<file path="config.mk">
export PLATFORM = sky130hd
export DESIGN_NAME = seg_xlate_unit
export DESIGN_NICKNAME = d
export VERILOG_FILES = /design/src/rtl/seg_xlate_pkg.sv /design/src/rtl/seg_table.sv /design/src/rtl/seg_check.sv /design/src/rtl/seg_xlate_unit.sv
export SDC_FILE = /design/constraint.sdc
export NUM_CORES = 1
export LEC_CHECK = 0
export ABC_AREA = 1
export BUFFER_PORTS_ARGS = -buffer_cell sky130_fd_sc_hd__buf_4
export CAP_MARGIN = 25
export CORE_AREA = 2 2 263 291
export CTS_CLUSTER_DIAMETER = 120
export DETAILED_ROUTE_END_ITERATION = 16
export DIE_AREA = 0 0 265 293
export GPL_TIMING_DRIVEN = 0
export HOLD_SLACK_MARGIN = 0.06
export PLACE_DENSITY = 0.57
export SYNTH_ARGS = -nofsm -noshare
export SYNTH_HDL_FRONTEND = slang
export SYNTH_SLANG_ARGS = --single-unit
</file>
<file path="constraint.sdc">
create_clock -name clk -period 10.31 [get_ports clk]
set_input_delay 0.5155 -clock clk [delete_from_list [all_inputs] [get_ports clk]]
set_output_delay 0.5155 -clock clk [all_outputs]
set_load 0.05 [all_outputs]
</file>
<file path="src/rtl/seg_xlate_pkg.sv">
package seg_xlate_pkg;

    typedef enum logic [2:0] {
        CAUSE_OK      = 3'd0,
        CAUSE_SEGNUM  = 3'd1,
        CAUSE_INVALID = 3'd2,
        CAUSE_LIMIT   = 3'd3,
        CAUSE_PERM    = 3'd4
    } cause_e;

    typedef enum logic [1:0] {
        ACC_READ  = 2'd0,
        ACC_WRITE = 2'd1,
        ACC_EXEC  = 2'd2,
        ACC_RSVD  = 2'd3
    } acc_e;

    typedef enum logic {
        ST_IDLE = 1'b0,
        ST_RESP = 1'b1
    } rsp_state_e;

    localparam int PERM_W = 3;

endpackage

</file>
<file path="src/rtl/seg_table.sv">
module seg_table #(
    parameter int SEG_W  = 4,
    parameter int BASE_W = 24,
    parameter int LIM_W  = 16
) (
    input  logic                                clk,
    input  logic                                rst_n,
    input  logic                                we,
    input  logic [SEG_W-1:0]                    wr_idx,
    input  logic [BASE_W-1:0]                   wr_base,
    input  logic [LIM_W-1:0]                    wr_limit,
    input  logic                                wr_vld,
    input  logic [seg_xlate_pkg::PERM_W-1:0]    wr_perm,
    input  logic [SEG_W-1:0]                    rd_idx,
    output logic [BASE_W-1:0]                   rd_base,
    output logic [LIM_W-1:0]                    rd_limit,
    output logic                                rd_vld,
    output logic [seg_xlate_pkg::PERM_W-1:0]    rd_perm
);
    localparam int NSEG = 2 ** SEG_W;

    logic [BASE_W-1:0]                base_q  [NSEG];
    logic [LIM_W-1:0]                 lim_q   [NSEG];
    logic [NSEG-1:0]                  vld_q;
    logic [seg_xlate_pkg::PERM_W-1:0] perm_q  [NSEG];

    for (genvar i = 0; i < NSEG; i++) begin : g_entry
        always_ff @(posedge clk) begin
            if (!rst_n) begin
                base_q[i] <= '0;
                lim_q[i]  <= '0;
                vld_q[i]  <= 1'b0;
                perm_q[i] <= '0;
            end else if (we && (wr_idx == SEG_W'(i))) begin
                base_q[i] <= wr_base;
                lim_q[i]  <= wr_limit;
                vld_q[i]  <= wr_vld;
                perm_q[i] <= wr_perm;
            end
        end

        // a write lands in the addressed entry on the following cycle
        a_r9_entry_written: assert property (@(posedge clk) disable iff (!rst_n)
            (we && wr_idx == SEG_W'(i)) |=>
                (base_q[i] == $past(wr_base) && lim_q[i] == $past(wr_limit) &&
                 vld_q[i] == $past(wr_vld)));
    end

    always_comb begin
        rd_base  = base_q[rd_idx];
        rd_limit = lim_q[rd_idx];
        rd_vld   = vld_q[rd_idx];
        rd_perm  = perm_q[rd_idx];
    end

endmodule

</file>
<file path="src/rtl/seg_check.sv">
module seg_check
    import seg_xlate_pkg::*;
#(
    parameter int SEG_W  = 4,
    parameter int OFF_W  = 16,
    parameter int BASE_W = 24,
    parameter int LIM_W  = 16
) (
    input  logic [SEG_W-1:0]  seg,
    input  logic [OFF_W-1:0]  off,
    input  logic [1:0]        acc,
    input  logic [SEG_W:0]    tbl_len,
    input  logic [BASE_W-1:0] ent_base,
    input  logic [LIM_W-1:0]  ent_limit,
    input  logic              ent_vld,
    input  logic [PERM_W-1:0] ent_perm,
    output cause_e            cause,
    output logic [BASE_W-1:0] paddr
);
    localparam int CMP_W = (OFF_W > LIM_W) ? OFF_W : LIM_W;
    localparam int SUM_W = (OFF_W > BASE_W) ? OFF_W : BASE_W;

    logic             seg_in_range;
    logic             off_in_limit;
    logic             perm_ok;
    logic [SUM_W-1:0] sum;

    always_comb begin
        seg_in_range = {1'b0, seg} < tbl_len;
        off_in_limit = CMP_W'(off) < CMP_W'(ent_limit);
        unique case (acc_e'(acc))
            ACC_READ:  perm_ok = ent_perm[0];
            ACC_WRITE: perm_ok = ent_perm[1];
            ACC_EXEC:  perm_ok = ent_perm[2];
            ACC_RSVD:  perm_ok = 1'b0;
            default:   perm_ok = 1'b0;
        endcase
        sum = SUM_W'(ent_base) + SUM_W'(off);

        // fixed priority: range, valid, limit, permission
        if (!seg_in_range)      cause = CAUSE_SEGNUM;
        else if (!ent_vld)      cause = CAUSE_INVALID;
        else if (!off_in_limit) cause = CAUSE_LIMIT;
        else if (!perm_ok)      cause = CAUSE_PERM;
        else                    cause = CAUSE_OK;

        paddr = (cause == CAUSE_OK) ? sum[BASE_W-1:0] : '0;
    end

endmodule

</file>
<file path="src/rtl/seg_xlate_unit.sv">
module seg_xlate_unit
    import seg_xlate_pkg::*;
#(
    parameter int SEG_W  = 4,
    parameter int OFF_W  = 16,
    parameter int BASE_W = 24,
    parameter int LIM_W  = 16
) (
    input  logic              clk,
    input  logic              rst_n,
    input  logic              req_valid,
    input  logic [SEG_W-1:0]  req_seg,
    input  logic [OFF_W-1:0]  req_off,
    input  logic [1:0]        req_acc,
    output logic              rsp_valid,
    output logic [BASE_W-1:0] rsp_paddr,
    output logic [2:0]        rsp_cause,
    input  logic              tbl_we,
    input  logic [SEG_W-1:0]  tbl_idx,
    input  logic [BASE_W-1:0] tbl_base,
    input  logic [LIM_W-1:0]  tbl_limit,
    input  logic              tbl_vld,
    input  logic [PERM_W-1:0] tbl_perm,
    input  logic              len_we,
    input  logic [SEG_W:0]    len_value
);
    localparam int LEN_W = SEG_W + 1;

    rsp_state_e        state_q, state_d;
    logic [LEN_W-1:0]  len_q;
    logic [BASE_W-1:0] ent_base;
    logic [LIM_W-1:0]  ent_limit;
    logic              ent_vld;
    logic [PERM_W-1:0] ent_perm;
    cause_e            chk_cause;
    logic [BASE_W-1:0] chk_paddr;
    cause_e            cause_q;
    logic [BASE_W-1:0] paddr_q;

    seg_table #(.SEG_W(SEG_W), .BASE_W(BASE_W), .LIM_W(LIM_W)) u_table (
        .clk      (clk),
        .rst_n    (rst_n),
        .we       (tbl_we),
        .wr_idx   (tbl_idx),
        .wr_base  (tbl_base),
        .wr_limit (tbl_limit),
        .wr_vld   (tbl_vld),
        .wr_perm  (tbl_perm),
        .rd_idx   (req_seg),
        .rd_base  (ent_base),
        .rd_limit (ent_limit),
        .rd_vld   (ent_vld),
        .rd_perm  (ent_perm)
    );

    seg_check #(.SEG_W(SEG_W), .OFF_W(OFF_W), .BASE_W(BASE_W), .LIM_W(LIM_W)) u_check (
        .seg       (req_seg),
        .off       (req_off),
        .acc       (req_acc),
        .tbl_len   (len_q),
        .ent_base  (ent_base),
        .ent_limit (ent_limit),
        .ent_vld   (ent_vld),
        .ent_perm  (ent_perm),
        .cause     (chk_cause),
        .paddr     (chk_paddr)
    );

    // length register: a write becomes visible to the next cycle's lookups
    always_ff @(posedge clk) begin
        if (!rst_n)      len_q <= '0;
        else if (len_we) len_q <= len_value;
    end

    // next-state logic
    always_comb begin
        unique case (state_q)
            ST_IDLE: state_d = req_valid ? ST_RESP : ST_IDLE;
            ST_RESP: state_d = req_valid ? ST_RESP : ST_IDLE;
            default: state_d = ST_IDLE;
        endcase
    end

    // state register
    always_ff @(posedge clk) begin
        if (!rst_n) state_q <= ST_IDLE;
        else        state_q <= state_d;
    end

    // result capture
    always_ff @(posedge clk) begin
        if (!rst_n) begin
            cause_q <= CAUSE_OK;
            paddr_q <= '0;
        end else if (req_valid) begin
            cause_q <= chk_cause;
            paddr_q <= chk_paddr;
        end
    end

    // outputs
    always_comb begin
        unique case (state_q)
            ST_RESP: begin
                rsp_valid = 1'b1;
                rsp_cause = cause_q;
                rsp_paddr = paddr_q;
            end
            default: begin
                rsp_valid = 1'b0;
                rsp_cause = CAUSE_OK;
                rsp_paddr = '0;
            end
        endcase
    end

    // each request gives a response on the next cycle
    a_r8_resp_follows: assert property (@(posedge clk) disable iff (!rst_n)
        req_valid |=> rsp_valid);

    // no request means no response on the next cycle
    a_r8_no_spurious: assert property (@(posedge clk) disable iff (!rst_n)
        !req_valid |=> !rsp_valid);

    // an out-of-range segment number traps with cause 1
    a_r2_seg_range: assert property (@(posedge clk) disable iff (!rst_n)
        (req_valid && ({1'b0, req_seg} >= len_q)) |=> (rsp_cause == 3'd1));

    // a trap never carries an address
    a_r7_trap_zero: assert property (@(posedge clk) disable iff (!rst_n)
        (rsp_valid && rsp_cause != 3'd0) |-> (rsp_paddr == '0));

    // the first response after reset is a segment-range trap
    a_r1_len_reset: assert property (@(posedge clk) disable iff (!rst_n)
        $rose(rst_n) |-> (len_q == '0));

endmodule

</file>
==> results.txt <==
----------------------------------------------------
[Clock tree]
  Post-CTS setup buffer count ... 0
  Clock slew at reported path FFs ... around 0.060 ns
  Number of H-tree branching levels ... 3
  TritonCTS Buffers ... between 70 and 80
  Max Buffers Root-to-Sink ... 3
  Count of instances resized after the clock tree is built ... 0
  Sinks on the clock net ... between 700 and 800
  CTS tree ... done
  Insertion delay of the later-clocked pin in the worst-skew pair ... 0.64 ns
  Cts-stage hold buffer count ... 0
  Clk Tree Root Cell ... clkbuf_16

[Critical path]
  Capturing point of the worst reg2reg path ... paddr_q[22]$_SDFFE_PN0P_
  Arrival time worst endpoint ... 6.26 ns
  Endpoint class of the critical path ... register
  Critical Path Sink ... paddr_q[22]$_SDFFE_PN0P_
  Crit Reg-Reg Startpoint ... u_table.base_q[6][0]$_SDFFCE_PN0P_
  Worst-case register-to-register setup slack ... 6.71 ns
  Setup Crit Path Kind ... input port to register
  Required time reported for the critical path endpoint ... 10.82 ns
  Critical Path Source Type ... input port
  Reg2reg path depth ... 17
  Startpoint of the most critical setup path ... req_seg[2]
  Critical Path Fanout Max ... 10

[Routing]
  Drt drc ... 0
  Routed wire length ... 132000 um
  Vias per cell ... between 6 and 7
  Number of nets with antenna violations after detailed routing ... 0
  Via count ... 27617
  First drt pass iteration count ... 6
  Routed WL per cell ... 29.3 um
  Initial DRC count ... just under 4000

[Floorplan]
  DIE AREA ... 0.0776 sq mm
  Area of the core ... 0.0744 sq mm
  Effective utilization at floorplan ... 45.0%
  Boundary pin count ... 108
  Die Ht ... just under 300 um
  Cell Rows ... 105
  Die Wd ... around 270 um

[Synthesis]
  Cell count after synthesis ... between 3000 and 4000
  Largest area contributor in the netlist ... edfxtp_1
  Seq/Total Area, Yosys ... 64.7%
  Multiplexer fraction of the synthesized cell area ... 0%
  Post-Synth Adder-Cell Area ... 1.33%
  Most numerous cell types in the synthesized netlist ... 1066 x nor2_1, 688 x edfxtp_1, 354 x o21ai_0
  Main flop type after synthesis ... edfxtp_1
  Number of enable-type register cells in the synthesized netlist ... roughly 690
  Nets in the synthesized netlist ... 3383
  Most frequent cell after synthesis ... nor2_1
  Fraction of the mapped netlist area in simple logic gates ... 16.4%
  Post-synthesis compound-gate area fraction ... 11.6%
  Distinct cell type count after synthesis ... 47
  Ranking of synthesized cells by area ... edfxtp_1 62%, nor2_1 12%, o21ai_0 5.3%, o221ai_1 3.1%, dfxtp_1 2.9%
  Proportion of synthesized flip-flops having asynchronous set or reset ... 0%
  Count of state elements after synthesis ... 737
  Fraction of synthesized cell area taken by the top area cell type ... between 60% and 70%
  Synth Area in XOR/XNOR ... 0.576%
  Post-synthesis average cell area ... 10.2 sq um
  Main combinational cell family by area after synthesis ... simple AND/OR/NAND/NOR gates
  Yosys synthesis warning count ... 0
  Area of the mapped netlist ... 0.0335 sq mm

[Timing]
  Final setup violation count ... 0
  Final setup TNS ... 0 ns
  Final clock skew ... between 0.02 and 0.03 ns
  Number of pins with negative max-slew slack in the final report ... 0
  Relative slew slack ... 20.0%
  Tightest Pin Transition ... 1.20 ns
  Final Cycle Share ... 55.8%
  Min Tclk post-route ... 5.75 ns
  Unrepaired setup endpoints after global routing ... false
  Final count of hold timing violations ... 0
  Max frequency ... 0.174 GHz

[Layout]
  Final cell count without fillers ... between 4000 and 5000
  Ratio of cells with drive above 1 in the final layout ... under 10%
  Count of antenna diodes in the layout ... 0
  Area taken by flip-flops and latches ... around 0.022 sq mm
  Signed area change from the synthesized netlist to the final layout ... 14.9%
  Layout filler cell count ... ~7000
  Layout net count ... 3589
  Multi-input combinational cell area ... about 0.010 sq mm

[Global route]
  Total routing resource utilization after global routing ... 33.7%
  Number of global-route vias before repair ... 26770
  Maximum number of pins on one net before global-route repair ... 44
  Sum of overflow across all layers after global routing ... 0
  Number of antenna violations at the first check in global routing ... 1
  Global-route wire length before repair ... 187000 um

[Place]
  Detailed placement HPWL ... 85000 um
  Number of port buffers ... about 110
  Final weighted congestion in routability-driven placement ... 0.942
  Number of placed instances with taps included ... 4355

[Pwr]
  Peak supply drop ... 98.4 uV
  Pwr dens ... 183 mW/mm^2
  Leakage power figure ... approximately 14 nW

[Flow run]
  Max-capacitance violation count ... 0

[Worst hold path]
  Hold Crit Class ... input port to register

[Status]
  Outcome ... finished, final reports clean

----------------------------------------------------
==> layout by cell type (no fill, tap or decap), types with 81 or more instances in the layout <==
master        n
clkbuf_16    81
o221ai_1    118
nand3_1      96
nor2_1     1066
nand2_1     212
clkbuf_1    219
buf_4       120
inv_1       158
o21ai_0     354
edfxtp_1    688
==> routing by layer <==
layer  GRT usage [%]  vias up  part of all wire, %
met1            43.8    13579                   37
met2            52.8     1923                   45
met3            7.84      376                   12
met4            17.7        0                  5.6
met5               0        -                    0
li1                -    11739                    -
==> logic make-up (layout without fill, tap and decap cells) <==
group                    after synthesis  in the layout
AND/OR/NAND/NOR                     1412           1412
flip-flops                           737            737
AO/OA/AOI/OAI                        635            635
buffers and inverters                427            695
adder cells (fa/ha/maj)               35             35
XOR/XNOR                              22             22
==> per-stage QoR <==
step	area, sq um	setup WS [ns]	hold slack [ns]	util, %	power [W]
3_5_place_dp	36000	4.10	0.446	48.4	0.00428
5_1_grt	38400	4.48	0.130	51.7	0.00722
3_3_place_gp	35500	3.91	0.446	47.7	0.00426
2_1_floorplan	33500	6.32	0.426	-	0.00394
6_report	38400	4.56	0.117	51.7	0.00704
4_1_cts	38400	4.73	0.0996	51.7	0.00702
==> cell type report <==
| type | count | area share (%) |
|---|---|---|
| flip-flops and latches | 737 | 56.3 |
| plain buffers | 264 | 3.13 |
| inverters | 163 | 1.59 |
| repair buffers | 125 | 3.10 |
| clock buffers | 102 | 5.53 |
| well taps | 963 | 3.13 |
| clock inverters | 41 | 0.885 |
| multi-input cells | 2104 | 26.3 |
==> critical path: stages <==
cell and delay, ns:
buf_4 0.17, inv_2 0.23, clkbuf_1 0.75, clkbuf_1 0.68, clkbuf_1 0.83, o221ai_1 0.47, nand3_1 0.26, nand2_1 0.21
ha_1 0.43, nand2_1 0.07, o21ai_1 0.19, a21boi_0 0.18, o21ai_1 0.27, nand2_1 0.10, o211ai_1 0.21, nand3_1 0.19
nand3b_1 0.22, xnor2_1 0.14, nand3_1 0.08, nand2_1 0.05
==> power breakdown <==
group	leakage, nW	internal, W	switching, W
combinational	6.24	0.000200	0.000560
sequential	6.99	0.00344	0.0000482
clock	1.20	0.00158	0.00122
==> sequential cells by signal, indices dropped and copies added, names as in the netlist <==
register	cells
u_table.lim_q	256
u_table.perm_q	48
len_q	5
cause_q	3
paddr_q	24
u_table.vld_q	16
state_q	1
u_table.base_q	384
==> how the worst min path moves through the flow <==
stage,from,to,slack [ns],cells past startpoint
2_1_floorplan,paddr_q[1]$_SDFFE_PN0P_,paddr_q[1]$_SDFFE_PN0P_,0.43,2
3_3_place_gp,paddr_q[23]$_SDFFE_PN0P_,paddr_q[23]$_SDFFE_PN0P_,0.45,2
3_5_place_dp,cause_q[1]$_SDFFE_PN0P_,cause_q[1]$_SDFFE_PN0P_,0.45,2
4_1_cts,len_value[0],len_q[0]$_SDFFE_PN0P_,0.1,3
5_1_grt,len_value[4],len_q[4]$_SDFFE_PN0P_,0.13,3
6_report,len_value[4],len_q[4]$_SDFFE_PN0P_,0.12,3
Power figures use the tool's default switching activity.
